## src/rtl/rfif_sc_pkg.sv

```systemverilog
`timescale 1ns/1ps
package rfif_sc_pkg;
  localparam int STAT_W     = 8;
  localparam int B_UNLOCK   = 7;
  localparam int B_TXON     = 6;
  localparam int B_SYRDY    = 5;
  localparam int B_CLKEN    = 4;
  localparam int B_CVRDY    = 3;
  localparam int B_RANGE_HI = 2;
  localparam int B_RANGE_LO = 1;
  localparam int B_PASW     = 0;

  typedef struct packed {
    logic       clk_en;
    logic [1:0] range;
    logic       pa_sw;
  } ctrl_t;

  localparam ctrl_t CTRL_RST = '{clk_en: 1'b1, range: 2'b00, pa_sw: 1'b0};

  function automatic logic iq_permit(input logic dig, input logic unlock);
    return !(dig && unlock);
  endfunction

  function automatic logic pa_permit(input logic sw, input logic txreq,
                                     input logic dig, input logic unlock);
    return sw && txreq && iq_permit(dig, unlock);
  endfunction

  function automatic logic [STAT_W-1:0] pack_status(
      input logic unlock, input logic txon, input logic syrdy,
      input logic cvrdy, input ctrl_t c);
    logic [STAT_W-1:0] s;
    s             = '0;
    s[B_UNLOCK]   = unlock;
    s[B_TXON]     = txon;
    s[B_SYRDY]    = syrdy;
    s[B_CLKEN]    = c.clk_en;
    s[B_CVRDY]    = cvrdy;
    s[B_RANGE_HI] = c.range[1];
    s[B_RANGE_LO] = c.range[0];
    s[B_PASW]     = c.pa_sw;
    return s;
  endfunction
endpackage

```

## src/rtl/rfif_sync.sv

```systemverilog
`timescale 1ns/1ps
module rfif_sync #(
  parameter int          W       = 1,
  parameter int          STAGES  = 2,
  parameter logic [W-1:0] RST_VAL = '0
) (
  input  logic         clk,
  input  logic         rst_n,
  input  logic [W-1:0] din,
  output logic [W-1:0] dout
);
  logic [W-1:0] stg [STAGES];
  logic         live_q;

  always_ff @(posedge clk or negedge rst_n) begin
    if (!rst_n) begin
      stg[0] <= RST_VAL;
      live_q <= 1'b0;
    end else begin
      stg[0] <= din;
      live_q <= 1'b1;
    end
  end


  sync_first_chk: assert property (@(posedge clk) disable iff (!rst_n || !live_q)
    stg[0] == $past(din));

  for (genvar i = 1; i < STAGES; i++) begin : g_stage
    always_ff @(posedge clk or negedge rst_n) begin
      if (!rst_n) stg[i] <= RST_VAL;
      else        stg[i] <= stg[i-1];
    end

    sync_shift_chk: assert property (@(posedge clk) disable iff (!rst_n || !live_q)
      stg[i] == $past(stg[i-1]));
  end

  assign dout = stg[STAGES-1];
endmodule

```

## src/rtl/rfif_ctrl_regs.sv

```systemverilog
`timescale 1ns/1ps
module rfif_ctrl_regs
  import rfif_sc_pkg::*;
(
  input  logic              clk,
  input  logic              rst_n,
  input  logic              wr_hit,
  input  logic [STAT_W-1:0] wdata,
  input  logic              result_rd,
  input  logic              conv_done,
  output ctrl_t             ctrl,
  output logic              cv_flag
);
  ctrl_t ctrl_q;
  logic  cv_q;

  always_ff @(posedge clk or negedge rst_n) begin
    if (!rst_n) begin
      ctrl_q <= CTRL_RST;
    end else if (wr_hit) begin
      ctrl_q.clk_en <= wdata[B_CLKEN];
      ctrl_q.range  <= {wdata[B_RANGE_HI], wdata[B_RANGE_LO]};
      ctrl_q.pa_sw  <= wdata[B_PASW];
    end
  end

  // a completion in the same cycle as a clearing read wins
  always_ff @(posedge clk or negedge rst_n) begin
    if (!rst_n)         cv_q <= 1'b1;
    else if (conv_done) cv_q <= 1'b1;
    else if (result_rd) cv_q <= 1'b0;
  end

  assign ctrl    = ctrl_q;
  assign cv_flag = cv_q;


  wr_load_chk: assert property (@(posedge clk) disable iff (!rst_n)
    wr_hit |=> (ctrl.pa_sw == $past(wdata[B_PASW])) && (ctrl.clk_en == $past(wdata[B_CLKEN])));

  no_wr_hold_chk: assert property (@(posedge clk) disable iff (!rst_n)
    !wr_hit |=> $stable(ctrl));

  cv_set_chk: assert property (@(posedge clk) disable iff (!rst_n)
    conv_done |=> cv_flag);

  cv_clear_chk: assert property (@(posedge clk) disable iff (!rst_n)
    (result_rd && !conv_done) |=> !cv_flag);

  cv_rise_cause_chk: assert property (@(posedge clk) disable iff (!rst_n)
    $rose(cv_flag) |-> $past(conv_done));
endmodule

```

## src/rtl/rfif_pa_gate.sv

```systemverilog
`timescale 1ns/1ps
module rfif_pa_gate
  import rfif_sc_pkg::*;
(
  input  logic pa_sw,
  input  logic tx_request,
  input  logic digital_mode,
  input  logic unlock_s,
  input  logic clk_en,
  input  logic mclk_in,
  output logic pa_enable,
  output logic txiq_enable,
  output logic mclk_out
);
  always_comb begin
    txiq_enable = iq_permit(digital_mode, unlock_s);
    pa_enable   = pa_permit(pa_sw, tx_request, digital_mode, unlock_s);
    mclk_out    = mclk_in & clk_en;
  end
endmodule

```

## src/rtl/rfif_status_ctrl.sv

```systemverilog
`timescale 1ns/1ps
module rfif_status_ctrl
  import rfif_sc_pkg::*;
#(
  parameter int              ADDR_W    = 4,
  parameter logic [ADDR_W-1:0] STAT_ADDR = 4'h3,
  parameter logic [ADDR_W-1:0] RSSI_ADDR = 4'h8,
  parameter logic [ADDR_W-1:0] BATT_ADDR = 4'h9
) (
  input  logic              clk,
  input  logic              rst_n,
  input  logic [ADDR_W-1:0] bus_addr,
  input  logic              bus_rd,
  input  logic              bus_wr,
  input  logic [STAT_W-1:0] bus_wdata,
  output logic [STAT_W-1:0] bus_rdata,
  input  logic              synth_unlock_pin,
  input  logic              tx_on_pin,
  input  logic              synth_idle,
  input  logic              conv_done,
  input  logic              digital_mode,
  input  logic              tx_request,
  input  logic              mclk_in,
  output logic              mclk_out,
  output logic [1:0]        aux_range,
  output logic              pa_enable,
  output logic              txiq_enable
);
  localparam int PIN_W = 2;

  logic       stat_wr_hit, stat_rd_hit, result_rd_hit;
  logic [PIN_W-1:0] pins_s;
  logic       unlock_s, txon_s, syrdy_q;
  ctrl_t      ctrl;
  logic       cv_flag;

  assign stat_wr_hit   = bus_wr && (bus_addr == STAT_ADDR);
  assign stat_rd_hit   = bus_rd && (bus_addr == STAT_ADDR);
  assign result_rd_hit = bus_rd && ((bus_addr == RSSI_ADDR) || (bus_addr == BATT_ADDR));

  rfif_sync #(.W(PIN_W), .STAGES(2), .RST_VAL('0)) u_pin_sync (
    .clk(clk), .rst_n(rst_n),
    .din({synth_unlock_pin, tx_on_pin}), .dout(pins_s)
  );
  assign unlock_s = pins_s[1];
  assign txon_s   = pins_s[0];

  rfif_sync #(.W(1), .STAGES(1), .RST_VAL(1'b1)) u_rdy_reg (
    .clk(clk), .rst_n(rst_n), .din(synth_idle), .dout(syrdy_q)
  );

  rfif_ctrl_regs u_regs (
    .clk(clk), .rst_n(rst_n), .wr_hit(stat_wr_hit), .wdata(bus_wdata),
    .result_rd(result_rd_hit), .conv_done(conv_done),
    .ctrl(ctrl), .cv_flag(cv_flag)
  );

  rfif_pa_gate u_gate (
    .pa_sw(ctrl.pa_sw), .tx_request(tx_request), .digital_mode(digital_mode),
    .unlock_s(unlock_s), .clk_en(ctrl.clk_en), .mclk_in(mclk_in),
    .pa_enable(pa_enable), .txiq_enable(txiq_enable), .mclk_out(mclk_out)
  );

  assign aux_range = ctrl.range;
  assign bus_rdata = stat_rd_hit ? pack_status(unlock_s, txon_s, syrdy_q, cv_flag, ctrl)
                                 : '0;


  pa_needs_iq_chk: assert property (@(posedge clk) disable iff (!rst_n)
    pa_enable |-> (txiq_enable && tx_request));

  unlock_blocks_chk: assert property (@(posedge clk) disable iff (!rst_n)
    (digital_mode && unlock_s) |-> (!pa_enable && !txiq_enable));

  rdata_idle_chk: assert property (@(posedge clk) disable iff (!rst_n)
    !stat_rd_hit |-> (bus_rdata == '0));

  clk_gate_chk: assert property (@(posedge clk) disable iff (!rst_n)
    !ctrl.clk_en |-> !mclk_out);
endmodule

```

## config.mk

```make
export PLATFORM = sky130hd
export DESIGN_NAME = rfif_status_ctrl
export DESIGN_NICKNAME = d
export VERILOG_FILES = /design/src/rtl/rfif_sc_pkg.sv /design/src/rtl/rfif_sync.sv /design/src/rtl/rfif_ctrl_regs.sv /design/src/rtl/rfif_pa_gate.sv /design/src/rtl/rfif_status_ctrl.sv
export SDC_FILE = /design/constraint.sdc
export NUM_CORES = 1
export LEC_CHECK = 0
export BUFFER_PORTS_ARGS = -buffer_cell sky130_fd_sc_hd__clkbuf_2
export CAP_MARGIN = 5
export CORE_AREA = 3 3 40 42
export DETAILED_ROUTE_END_ITERATION = 7
export DIE_AREA = 0 0 43 45
export PLACE_DENSITY_LB_ADDON = 0.05
export SLEW_MARGIN = 10
export SYNTH_ARGS = -nofsm -noshare
export SYNTH_HDL_FRONTEND = slang
export SYNTH_SLANG_ARGS = --single-unit
```

## constraint.sdc

```tcl
create_clock -name clk -period 2.05 [get_ports clk]
set_input_delay 0.1025 -clock clk [delete_from_list [all_inputs] [get_ports clk]]
set_output_delay 0.1025 -clock clk [all_outputs]
set_load 0.01 [all_outputs]
```

==> run metrics, run 1 <==
multi-input logic area 183 um^2; drt total wl around 950 um; RD Place Congestion 0.681; Sink Count 10; GRT Overall Usage 11.4%; Via Count 363; Mapped Nets 52; number of vias per cell about 4.4; Max Cap Violations 0; Worst Max-Slew Pin Slew 244 ps; WL/cell approximately 11 um; power share of the combinational group 20.0%; Max-Slew Margin vs Limit 83.8%; most common cell after layout, fill and taps aside clkbuf_2; Crit-path slowest cell dfstp_2; drt pass-1 iters 2; most frequent cells in the layout 31 x clkbuf_2, 8 x and3_2, 7 x dfrtp_1; IO buf count 31; Final Hold Vio Count 0; nets between 90 and 100; Crit. End Element output port; Die Height 45 um; Die ar. ~0.0019 mm^2; cell count after synthesis 29; flop2flop setup slack about 1300 ps; Final Cell Area 677 um^2; DP Area 611 um^2; highest clock rate 0.860 GHz; Hold Path Class input port to flip-flop; Period minus WS final around 1200 ps; switching share of total power about a quarter; #FFs+latches synth 10; Worst setup SP type flip-flop; Finished Core Util 52.7%; Pleak 0.390 nW; Placed Cells 75; P_sw 0.109 mW; Fin Setup TNS 0 ps; fin cells 83; synth-to-layout area growth 55.0%; syn_area_per_cell around 15 um^2; FP Rows 13; clock tree buffer depth 2; status finished, final reports clean; htree depth 1; WS Path Type flip-flop to output port; grt ovf 0; Die Wd 43 um; detailed router's first-iteration violation count 3; antenna cells 0; clock group share of total power 28.8%; vias in the first global route 366; Root Driver clkbuf_4; CTS tree done; sequential area share after synthesis 58.2%; CTS Hold Bufs 4; setup violators final 0; first-pass GRT wire length 1.50 mm; Worst path max stage delay 530 ps; number of gates resized after CTS 0; fraction of layout cells with a size suffix above 1 roughly 75%; yosys warns 0; post-synth cell types 11; power per cell area 693 mW/mm^2; # DRC 0; final period utilization ~57%; Core Box Area 0.00128 mm^2; cell area after synthesis 437 um^2; clock skew 4.03 ps; Clock Pin Slew Worst Setup and Hold Paths 60 ps; FF/Latch Area approximately 250 um^2; number of CTS-inserted buffers 3; Data required, critical path 1950 ps; worst-path cell chain and3_2 -> clkbuf_2; initial antenna violation count 0; Ports 36; Antenna Nets Post-Route 0; part of the power in registers 51.2%; internal power between 0.3 and 0.4 mW; Fillers around 120; pin count of the biggest net entering global routing 11; crit path DAT 1060 ps; Slew Viols, Final 0; unrepaired setup endpoints after global routing false; CP max FO 3; setup repair bufs after CTS 0; Starting Density 34.0%; clk_lat worst skew 260 ps; worst vdd ir 0.418 mV
stage by stage:
stage | setup slack (ps) | hold slack, ps | power (mW)
after global placement | 940 | -19.9 | 0.331
after CTS | 870 | 24.1 | 0.480
final | 887 | 30.9 | 0.469
after detailed placement | 927 | -22.5 | 0.333
after global routing | 823 | 15.9 | 0.510
after floorplan | 1090 | -193 | 0.287
layout make-up:
class                   count  area share [%]
flip-flops and latches     10            37.5
repair buffers             35            28.8
multi-input cells          19            27.0
clock buffers               4            3.88
well taps                  15            2.77
power by group through the flow:
stage,clock network (mW),logic [mW],registers (mW)
floorplan,0,0.0420,0.245
global placement,0,0.0885,0.243
detailed placement,0,0.0891,0.244
CTS,0.144,0.0955,0.241
global route,0.164,0.101,0.245
finish,0.135,0.0937,0.240
synthesized netlist by cell type:
library cell  instances  share of area [%]
nand4bb_1             1                2.6
nand2_1               1               0.86
mux2_4                4                 14
and2_1                1                1.4
a21o_1                1                1.7
nand2_4               1                2.6
dfstp_2               3                 18
and3_1                1                1.4
and3_2                8                 14
and4bb_4              1                3.7
dfrtp_1               7                 40
worst paths after layout:
check,start,to,depth (start not counted)
max in group asynchronous,rst_n,u_regs.cv_flag,2
min in group asynchronous,rst_n,u_regs.ctrl[0],2
min,conv_done,u_regs.cv_flag,2
max reg2reg,u_regs.ctrl[2],u_regs.ctrl[2],1
min reg2reg,u_pin_sync.stg[2],u_pin_sync.dout[0],0
max,u_regs.ctrl[3],bus_rdata[4],2
layer usage:
layer	share of wire, %	vias up	track usage, %	routed length (um)
met2	43	25	16.2	413
met3	14	0	8.37	133
li1	-	186	-	-
met1	42	152	12.8	403
met4	0	0	5.42	0
met5	0	-	0	0
worst max-delay path: cells and delay by family, from the launching register on:
family	cells	cell delay, ps
flops	1	530
buf+inv	1	120
simple gates	1	150
state kept, by name (all words and copies together), names as in the netlist:
signal,cells
u_pin_sync.dout,2
u_pin_sync.stg,2
u_rdy_reg.dout,1
u_regs.ctrl,4
u_regs.cv_flag,1
cell families after synthesis:
kind of cell	synth area share, %
AND/OR/NAND/NOR	26.4
flip-flops	58.2
multiplexers	13.8
AO/OA/AOI/OAI	1.72
Power figures use the tool's default switching activity.
==> run 2, diff against run 1 <==
CORE_AREA = 3 3 41 43   (was 3 3 40 42)
DIE_AREA = 0 0 44 46   (was 0 0 43 45)
clock period = 1 ns   (was 2.05 ns; I/O delays follow)
==> run metrics, run 2 (synthesized netlist as in run 1, its figures left out) <==
most frequent cells in the layout 24 x clkbuf_2, 8 x and3_2, 7 x dfrtp_1; Finished Core Util 58.4% (+5.8 points); pin count of the biggest net entering global routing 11 (unchanged); FP Rows 13 (unchanged); Worst path max stage delay 530 ps (about the same); WL/cell 11.8 um (+3.5%); vias in the first global route 387 (+5.7%); Crit. End Element output port; clk_lat worst skew 260 ps (about the same); max reg flops 4 (unchanged); r2r startpoint u_regs.ctrl[1]; flop2flop setup slack 130 ps (-1160 ps); highest clock rate 0.902 GHz; Fillers 126 (+6.8%); Max Cap Violations 0 (unchanged); antenna cells 0 (unchanged); crit path DAT 1060 ps (about the same); number of CTS-inserted buffers 3 (unchanged); Core Box Area 0.00133 mm^2 (+3.8%); Antenna Nets Post-Route 0 (unchanged); drt pass-1 iters 4 (+2); final period utilization 111%; nets 98 (+6.5%); Clock Pin Slew Worst Setup and Hold Paths 60 ps (about the same); Crit-path slowest cell dfstp_2; # DRC 0 (unchanged); htree depth 1 (unchanged); Final Hold Vio Count 0 (unchanged); GRT Overall Usage 12.0% (+0.59 points); Sink Count 10 (unchanged); Die Height 46 um (+2.2%); Placed Cells 77 (+2.7%); first-pass GRT wire length 1.62 mm (+7.8%); drt total wl 1.05 mm (+11%); grt ovf 0 (unchanged); total power 1.09 mW (+130%); clock skew 0.0440 ps (-3.99 ps); Data required, critical path 950 ps (-1000 ps); fin cells 89 (+7.2%); Die Wd 44 um (+2.3%); Pleak 0.435 nW (+11%); worst vdd ir 0.879 mV (+110%); initial antenna violation count 0 (unchanged); power per cell area 1400 mW/mm^2 (+100%); Starting Density 32.7% (-1.2 points); fraction of layout cells with a size suffix above 1 79.7% (+4.7 points); Crit path max-delay family flip-flops; Worst setup SP type flip-flop; most common cell after layout, fill and taps aside clkbuf_2; Max-Slew Margin vs Limit 84.0% (+0.27 points); Ports 36 (unchanged); Period minus WS final between 1000 and 1500 ps; clock tree buffer depth 2 (unchanged); final worst slack -108 ps (-995 ps); WS Path Type flip-flop to output port; unrepaired setup endpoints after global routing true; HP Start bus_wdata[0]; DP Area 626 um^2 (+2.5%); CP Launch Point u_regs.ctrl[3]; post-DP HPWL 757 um; Slew Viols, Final 0 (unchanged); RD Place Congestion 0.700 (+2.8%); number of vias per cell 4.51 (+3.0%); Hold Path Class input port to flip-flop; Via Count 401 (+10%); crit path buf inv count 1 (unchanged); detailed router's first-iteration violation count 4 (+1); setup violators final 6 (+6); Root Driver clkbuf_4; IO buf count 31 (unchanged); status finished with violations; failing checks setup timing; Worst Max-Slew Pin Slew 240 ps (-3.99 ps); CTS tree done; Final Cell Area 779 um^2 (+15%); CP max FO 3 (unchanged); Die ar. 0.00202 mm^2 (+4.6%); worst-path cell chain and3_2 -> buf_6; synth-to-layout area growth 78.5%
run 2: path summary, 6_finish.rpt:
kind / end / cells past startpoint
setup / recovery: bus_rdata[4] / 2
hold / removal: u_regs.ctrl[0] / 2
setup reg to reg: u_regs.ctrl[1] / 2
hold reg to reg: u_pin_sync.dout[0] / 0
max in group asynchronous: u_rdy_reg.dout / 2
min in group asynchronous: u_regs.ctrl[1] / 2
run 2: per-layer routing:
metal | part of all wire, % | global-route usage, %
met1 | 43 | 14.8
met2 | 44 | 16.6
met3 | 11 | 3.56
met4 | 1.1 | 10.8
met5 | 0 | 0
run 2: per-stage QoR:
stage / hold slack, ps / TNS, ps / setup slack (ps)
finish: 17.0 / -396 / -108
global route: 5.59 / -803 / -163
CTS: 5.03 / -511 / -130
detailed placement: -75.7 / -14.7 / -5.18
global placement: -71.9 / -10.7 / -6.66
floorplan: -246 / 0 / 97.0
run 2: area by class of cell:
class	count	area (um^2)	share of cell area (%)
repair buffers	41	280	36.0
well taps	15	18.8	2.41
multi-input cells	19	190	24.4
clock buffers	4	36.3	4.65
flip-flops and latches	10	254	32.6
run 2: what timing repair did:
action,in CTS,in global routing
setup endpoints to repair,8,10
buffers inserted,2,1
pin swaps,0,3
resized for setup,0,15
hold endpoints to repair,14,0
hold buffers,5,0
run 2: report_power, final:
group | switching, mW | internal [mW]
Combinational | 0.0864 | 0.164
Clock | 0.133 | 0.221
Sequential | 0.0232 | 0.463
